[src/rtl/tic_pkg.sv]
package tic_pkg;
   localparam int ADDR_W   = 6;
   localparam int NREG     = 7;
   localparam int R_CFG0   = 0;
   localparam int R_CFG1   = 1;
   localparam int R_CFG2   = 2;
   localparam int R_MASK   = 3;
   localparam int R_WAKE   = 4;
   localparam int R_ROUTE  = 5;
   localparam int R_SELECT = 6;
   localparam int A_RISE_CLR = 29;
   localparam int A_RISE_RD  = 30;
   localparam int A_FALL_CLR = 33;
   localparam int A_FALL_RD  = 34;
   localparam int A_REQ0     = 36;
   localparam int A_REQ1     = 37;
   localparam int A_SWSRC    = 38;

   function automatic int a_set(input int k);
      return 4 * k;
   endfunction
   function automatic int a_clr(input int k);
      return 4 * k + 1;
   endfunction
   function automatic int a_rd(input int k);
      return 4 * k + 2;
   endfunction
endpackage

[src/rtl/tic_setclr_reg.sv]
module tic_setclr_reg #(
   parameter int          W   = 32,
   parameter logic [W-1:0] RST = '0
) (
   input  logic         clk,
   input  logic         rst_n,
   input  logic [W-1:0] set_i,
   input  logic [W-1:0] clr_i,
   output logic [W-1:0] q_o
);
   // set takes precedence so an event arriving with a clear is kept
   always_ff @(posedge clk or negedge rst_n) begin
      if (!rst_n) q_o <= RST;
      else        q_o <= (q_o & ~clr_i) | set_i;
   end
endmodule

[src/rtl/tic_sync.sv]
module tic_sync #(
   parameter int W      = 32,
   parameter int STAGES = 2
) (
   input  logic         clk,
   input  logic         rst_n,
   input  logic [W-1:0] d_i,
   output logic [W-1:0] q_o
);
   if (STAGES < 2) begin : g_bad_stages
      $error("tic_sync needs at least two stages");
   end

   logic [STAGES-1:0][W-1:0] chain_q;

   always_ff @(posedge clk or negedge rst_n) begin
      if (!rst_n) chain_q <= '0;
      else        chain_q <= {chain_q[STAGES-2:0], d_i};
   end

   assign q_o = chain_q[STAGES-1];
endmodule

[src/rtl/tic_trigger.sv]
module tic_trigger #(
   parameter int W = 32
) (
   input  logic         clk,
   input  logic         rst_n,
   input  logic [W-1:0] sel_i,
   input  logic [W-1:0] cfg0_i,
   input  logic [W-1:0] cfg1_i,
   input  logic [W-1:0] cfg2_i,
   input  logic [W-1:0] rise_clr_i,
   input  logic [W-1:0] fall_clr_i,
   output logic [W-1:0] rise_q_o,
   output logic [W-1:0] fall_q_o,
   output logic [W-1:0] active_o
);
   logic [W-1:0] prev_q;
   logic [W-1:0] rise_en, fall_en, hi_en, lo_en;
   logic [W-1:0] rose, fell;

   always_ff @(posedge clk or negedge rst_n) begin
      if (!rst_n) prev_q <= '0;
      else        prev_q <= sel_i;
   end

   // code {cfg2,cfg1,cfg0}: 001 rise, 010 fall, 011 both, 101 high, 110 low
   assign rise_en = ~cfg2_i & cfg0_i;
   assign fall_en = ~cfg2_i & cfg1_i;
   assign hi_en   =  cfg2_i & ~cfg1_i &  cfg0_i;
   assign lo_en   =  cfg2_i &  cfg1_i & ~cfg0_i;

   assign rose = sel_i & ~prev_q;
   assign fell = ~sel_i & prev_q;

   tic_setclr_reg #(.W(W), .RST('0)) u_rise (
      .clk(clk), .rst_n(rst_n),
      .set_i(rose & rise_en), .clr_i(rise_clr_i), .q_o(rise_q_o)
   );

   tic_setclr_reg #(.W(W), .RST('0)) u_fall (
      .clk(clk), .rst_n(rst_n),
      .set_i(fell & fall_en), .clr_i(fall_clr_i), .q_o(fall_q_o)
   );

   assign active_o = (rise_q_o & rise_en) | (fall_q_o & fall_en)
                   | (sel_i & hi_en) | (~sel_i & lo_en);
endmodule

[src/rtl/tic_ctrl.sv]
module tic_ctrl
   import tic_pkg::*;
#(
   parameter int N_SRC       = 32,
   parameter int SYNC_STAGES = 2
) (
   input  logic              clk,
   input  logic              rst_n,
   input  logic [N_SRC-1:0]  src_i,
   input  logic              wr_en,
   input  logic [ADDR_W-1:0] wr_addr,
   input  logic [N_SRC-1:0]  wr_data,
   input  logic [ADDR_W-1:0] rd_addr,
   output logic [N_SRC-1:0]  rd_data,
   output logic              irq0_o,
   output logic              irq1_o,
   output logic              wake_o
);
   localparam logic [N_SRC-1:0] ONES = {N_SRC{1'b1}};

   if (N_SRC < 1) begin : g_bad_width
      $error("tic_ctrl needs at least one source");
   end

   logic [NREG-1:0][N_SRC-1:0] ctl_q;
   logic [N_SRC-1:0] swsrc_q, pin_s, sel, active;
   logic [N_SRC-1:0] rise_q, fall_q, rise_clr, fall_clr;
   logic [N_SRC-1:0] req0_w, req1_w;

   for (genvar k = 0; k < NREG; k++) begin : g_ctl
      localparam logic [N_SRC-1:0] RV =
         (k == R_ROUTE || k == R_SELECT) ? ONES : '0;
      logic [N_SRC-1:0] set_v, clr_v;
      assign set_v = (wr_en && wr_addr == ADDR_W'(a_set(k))) ? wr_data : '0;
      assign clr_v = (wr_en && wr_addr == ADDR_W'(a_clr(k))) ? wr_data : '0;
      tic_setclr_reg #(.W(N_SRC), .RST(RV)) u_reg (
         .clk(clk), .rst_n(rst_n), .set_i(set_v), .clr_i(clr_v), .q_o(ctl_q[k])
      );
   end

   always_ff @(posedge clk or negedge rst_n) begin
      if (!rst_n)                                       swsrc_q <= '0;
      else if (wr_en && wr_addr == ADDR_W'(A_SWSRC))    swsrc_q <= wr_data;
   end

   tic_sync #(.W(N_SRC), .STAGES(SYNC_STAGES)) u_sync (
      .clk(clk), .rst_n(rst_n), .d_i(src_i), .q_o(pin_s)
   );

   assign sel = (pin_s & ctl_q[R_SELECT]) | (swsrc_q & ~ctl_q[R_SELECT]);

   assign rise_clr = (wr_en && wr_addr == ADDR_W'(A_RISE_CLR)) ? wr_data : '0;
   assign fall_clr = (wr_en && wr_addr == ADDR_W'(A_FALL_CLR)) ? wr_data : '0;

   tic_trigger #(.W(N_SRC)) u_trig (
      .clk(clk), .rst_n(rst_n), .sel_i(sel),
      .cfg0_i(ctl_q[R_CFG0]), .cfg1_i(ctl_q[R_CFG1]), .cfg2_i(ctl_q[R_CFG2]),
      .rise_clr_i(rise_clr), .fall_clr_i(fall_clr),
      .rise_q_o(rise_q), .fall_q_o(fall_q), .active_o(active)
   );

   assign req0_w = active & ctl_q[R_MASK] &  ctl_q[R_ROUTE];
   assign req1_w = active & ctl_q[R_MASK] & ~ctl_q[R_ROUTE];

   assign irq0_o = |req0_w;
   assign irq1_o = |req1_w;
   assign wake_o = |(active & ctl_q[R_WAKE]);

   always_comb begin
      rd_data = '0;
      for (int k = 0; k < NREG; k++) begin
         if (rd_addr == ADDR_W'(a_rd(k))) rd_data = ctl_q[k];
      end
      case (rd_addr)
         ADDR_W'(A_RISE_RD): rd_data = rise_q;
         ADDR_W'(A_FALL_RD): rd_data = fall_q;
         ADDR_W'(A_REQ0):    rd_data = req0_w;
         ADDR_W'(A_REQ1):    rd_data = req1_w;
         ADDR_W'(A_SWSRC):   rd_data = swsrc_q;
         default: ;
      endcase
   end
endmodule

[config.mk]
export PLATFORM = sky130hd
export DESIGN_NAME = tic_ctrl
export DESIGN_NICKNAME = d
export VERILOG_FILES = /design/src/rtl/tic_pkg.sv /design/src/rtl/tic_setclr_reg.sv /design/src/rtl/tic_sync.sv /design/src/rtl/tic_trigger.sv /design/src/rtl/tic_ctrl.sv
export SDC_FILE = /design/constraint.sdc
export NUM_CORES = 1
export LEC_CHECK = 0
export BUFFER_PORTS_ARGS = -buffer_cell sky130_fd_sc_hd__buf_2
export CORE_MARGIN = 4
export CORE_UTILIZATION = 50
export CTS_BUF_LIST = sky130_fd_sc_hd__clkbuf_8
export CTS_CLUSTER_SIZE = 8
export DETAILED_ROUTE_END_ITERATION = 10
export GPL_ROUTABILITY_DRIVEN = 0
export HOLD_SLACK_MARGIN = 0.06
export PLACE_DENSITY = 0.66
export SLEW_MARGIN = 20
export SYNTH_ARGS = -nofsm -noshare
export SYNTH_HDL_FRONTEND = slang
export SYNTH_SLANG_ARGS = --single-unit
[constraint.sdc]
create_clock -name clk -period 3 [get_ports clk]
set_input_delay 0.45 -clock clk [delete_from_list [all_inputs] [get_ports clk]]
set_output_delay 0.45 -clock clk [all_outputs]
set_load 0.1 [all_outputs]
==> tab_implementation.tex <==
\begin{tabular}{lr}
\hline
Metric & Value \\
\hline
\multicolumn{2}{l}{\textbf{STA}} \\
\quad Total negative slack & -3.20 ns \\
\quad Worst Hold Slack & approximately 0.24 ns \\
\quad Final clock skew & between 0.02 and 0.03 ns \\
\quad Peak Freq & around 280 MHz \\
\quad Final Max Slew Viols & 0 \\
\quad Worst-case setup margin in the final layout & -0.635 ns \\
\quad Final clock period utilization by the worst path & 1.21 \\
\quad Final critical path time including I/O delays and setup & 3.64 ns \\
\quad Actual slew at the worst max-slew pin & a little under 0.9 ns \\
\quad Endpoints failing hold & 0 \\
\quad RSZ-0062 raised after global routing & yes \\
\quad Worst relative slew slack & 0.406 \\
\quad Number of setup violations in the final report & 13 \\
\multicolumn{2}{l}{\textbf{Clock tree}} \\
\quad Clock-pin slew on the worst setup and hold paths & around 0.060 ns \\
\quad CTS tree & yes \\
\quad Sinks on the clock net & 416 \\
\quad Worst-skew pair later-pin latency & 0.64 ns \\
\quad Root buf cell & sky130\_fd\_sc\_hd\_\_clkbuf\_8 \\
\quad Number of buffers created by CTS & between 70 and 80 \\
\quad H-tree depth reported by CTS & 3 \\
\quad Largest buffer count on any clock path & 3 \\
\multicolumn{2}{l}{\textbf{Run status}} \\
\quad Result of the run & finished with violations \\
\quad Failing checks & DRC, setup timing \\
\multicolumn{2}{l}{\textbf{Finish}} \\
\quad Ratio of cells with drive above 1 in the final layout & 0.271 \\
\quad Final std cell area, no fill & 0.0266 mm2 \\
\quad Number of filler instances in the final layout & 3281 \\
\quad Commonest non-fill, non-tap cell in the layout & sky130\_fd\_sc\_hd\_\_nand2\_1 \\
\quad Synthesis-to-layout area growth & 26.8\% \\
\quad Most used cells in the layout excluding fill and tap cells & 360 x sky130\_fd\_sc\_hd\_\_nand2\_1, 352 x sky130\_fd\_sc\_hd\_\_dfrtp\_1, 245 x sky130\_fd\_sc\_hd\_\_a22o\_1 \\
\quad Net count reported at finish & $\sim$2400 \\
\quad Final core utilization & 0.647 \\
\quad Number of non-filler instances in the completed layout & 2889 \\
\multicolumn{2}{l}{\textbf{Yosys}} \\
\quad Post-Syn Area & around 0.021 mm2 \\
\quad Proportion of synthesized area in mux cells & 0.0463 \\
\quad Count of cell types in the netlist & 75 \\
\quad Synth Area in Simple Gates & 0.154 \\
\quad Area share of xor/xnor cells in the synthesized design & 0.0134 \\
\quad Count of synthesis-stage warnings from yosys & 0 \\
\quad Fraction of synthesis flops using an asynchronous set or reset pin & 1.00 \\
\quad Most common flop cell mapped by yosys & sky130\_fd\_sc\_hd\_\_dfrtp\_1 \\
\quad Number of enable flip-flop cells after synthesis & 0 \\
\quad Area share of fa/ha/maj cells after synthesis & 0 \\
\quad Proportion of synthesized chip area in sequential cells & 0.500 \\
\quad Number of cells produced by synthesis & 2069 \\
\quad Post-Synthesis Net Count & about 2100 \\
\quad Synthesized-area fraction occupied by ao, oa, aoi and oai cells & 0.242 \\
\quad Synthesized flop and latch total & about 420 \\
\quad Largest family of logic cells by synthesized area & compound AO/OA/AOI/OAI gates \\
\quad Average cell area after synthesis & 10.1 um2 \\
\multicolumn{2}{l}{\textbf{GRT}} \\
\quad Total routing usage reported by global routing & 0.344 \\
\quad First-pass GRT wire length & 118000 um \\
\quad Antenna violations before repair & 5 \\
\quad Total global routing overflow & 0 \\
\quad Number of global-route vias before repair & roughly 19000 \\
\quad Maximum number of pins on one net before global-route repair & 74 \\
\multicolumn{2}{l}{\textbf{Die}} \\
\quad Placement Rows & 74 \\
\quad Width of the die & between 200 and 250 um \\
\quad CORE AREA & about 0.041 mm2 \\
\quad Initial Utilization & 0.510 \\
\quad Top-level I/O count & 114 \\
\quad Die Outline Area & approximately 0.045 mm2 \\
\quad Die span in y & between 200 and 250 um \\
\multicolumn{2}{l}{\textbf{Placement}} \\
\quad Post-DP Area & $\sim$0.024 mm2 \\
\quad Pre-CTS setup slack & -0.200 ns \\
\quad Placed cell count & between 2000 and 3000 \\
\quad Number of port buffers & about 110 \\
\quad Estimated wirelength of the detail-placed design & 48900 um \\
\multicolumn{2}{l}{\textbf{Setup path}} \\
\quad Nature of the critical path startpoint & flip-flop \\
\quad WP data arrival & 3.19 ns \\
\quad Cell with the largest stage delay on the worst path & sky130\_fd\_sc\_hd\_\_dfstp\_2 \\
\quad Startpoint of the worst setup timing path & g\_ctl[6].u\_reg.q\_o[25]\$\_DFF\_PN1\_ \\
\quad Endpoint required time on the critical path & 2.55 ns \\
\quad Worst flop-to-flop path startpoint & g\_ctl[6].u\_reg.q\_o[26]\$\_DFF\_PN1\_ \\
\quad Worst R2R Path Depth & 4 \\
\quad Worst Setup Path Type & reg -> out \\
\quad Peak per-stage delay on the critical path & 0.55 ns \\
\quad CP max FO & 3 \\
\quad Critical path cell sequence & mux2i\_2 > o22ai\_1 > a222oi\_1 > nand2\_1 > nor4\_4 > nand4\_1 > buf\_12 \\
\quad Kind of capture point of the worst setup path & output port \\
\multicolumn{2}{l}{\textbf{Power and ir drop}} \\
\quad IR Drop Worst-Case VDD & roughly 420 uV \\
\quad Total Power Consumption & roughly 17 mW \\
\quad Power density over the cells & between 600 and 700 mW/mm2 \\
\quad Static leakage & between 10 and 15 nW \\
\multicolumn{2}{l}{\textbf{Routing}} \\
\quad Wire length per cell after detailed routing & between 20 and 30 um \\
\quad Via-per-instance ratio & roughly 6.7 \\
\quad Iteration-0 DRC count of the detailed router & approximately 2900 \\
\quad Total wire length after detailed routing & 78700 um \\
\quad Count of TritonRoute iterations in the first routing pass & 11 \\
\quad Vias after detailed routing & between 15000 and 20000 \\
\quad Post-route DRC & 1 \\
\quad Post-route ant nets & 0 \\
\multicolumn{2}{l}{\textbf{Job}} \\
\quad Max-cap violation count & 0 \\
\multicolumn{2}{l}{\textbf{Min path}} \\
\quad Worst hold path class & in -> reg \\
\quad Min-Delay Startpoint & wr\_data[23] \\
\quad Depth of the worst hold-timing path & 3 \\
\hline
\end{tabular}
==> path summary, 6_finish.rpt <==
path / to / slack [ns]
max: wake_o / -0.64
min: u_trig.u_fall.q_o[23]$_DFF_PN0_ / 0.24
max reg2reg: u_trig.u_fall.q_o[26]$_DFF_PN0_ / 1.52
min reg2reg: u_sync.q_o[19]$_DFF_PN0_ / 0.35
max in group asynchronous: g_ctl[6].u_reg.q_o[29]$_DFF_PN1_ / 1.73
min in group asynchronous: g_ctl[2].u_reg.q_o[3]$_DFF_PN0_ / 0.38
==> cells in the mapped netlist (all sizes together) (22+ instances only) <==
library cell  number  area share
a221oi            36       0.015
a22o             245        0.10
a22oi            113       0.041
a32o              34       0.016
buf               31      0.0084
clkbuf           139       0.025
dfrtp            352        0.42
dfstp             64       0.080
inv               61       0.011
mux2              48       0.026
mux2i             43       0.021
nand2            362       0.065
nand2b            35       0.010
nand3b            29       0.010
nor2              87       0.016
nor3              29      0.0075
o21ai             36      0.0088
xnor2             22      0.0092
==> state kept, by name, summed over array words and instances, names as in the netlist <==
name	flops
g_ctl.u_reg.q_o	224
swsrc_q	32
u_sync.chain_q	32
u_sync.q_o	32
u_trig.prev_q	32
u_trig.u_fall.q_o	32
u_trig.u_rise.q_o	32
==> layout make-up <==
cell class | instances | area, um2 | area share
antenna | 3 | 7.51 | 0.000282
clock buffer | 94 | 1290 | 0.0486
clock inverter | 40 | 163 | 0.00612
inverter | 61 | 231 | 0.00870
multi-input combinational | 1422 | 10600 | 0.398
sequential | 416 | 10500 | 0.394
tap | 532 | 666 | 0.0250
timing repair buffer | 321 | 3150 | 0.119
==> metal layers <==
layer	up-vias	routed length, um	track usage
met5	-	27	0
met4	4	4070	0.161
met3	274	9440	0.0840
met2	1313	34200	0.507
met1	9601	31000	0.482
li1	8193	-	-
==> cells by family (layout without fill, tap and decap cells) <==
kind of cell,after synthesis,after routing
AOI/OAI and AO/OA,621,621
xor gates and xnor gates,32,32
buffers and inverters,231,516
DFF,416,416
muxes,91,91
other,0,3
and+or+nand+nor,678,678
==> worst max-delay path: cells and delay by family (launching register included) <==
family / cells / cell delay [ns]
and+or+nand+nor: 3 / 0.83
buffers and inverters: 1 / 0.28
muxes: 1 / 0.24
AOI/OAI and AO/OA: 2 / 0.64
DFF: 1 / 0.55
==> repair_timing <==
action                                  in CTS  in global routing
endpoints found under the setup margin      29                 33
pin swaps                                   45                 31
hold buffers                                33                  0
buffers inserted                            16                 10
endpoints found under the hold margin       81                  0
resized for setup                           95                 63
==> power breakdown <==
| part | switching [mW] | internal (mW) | leakage (nW) |
|---|---|---|---|
| Sequential | 1.09 | 6.66 | 5.13 |
| Clock | 2.41 | 2.80 | 0.873 |
| Combinational | 1.96 | 1.84 | 5.32 |
Note: power is estimated with default switching activity, not from simulation.
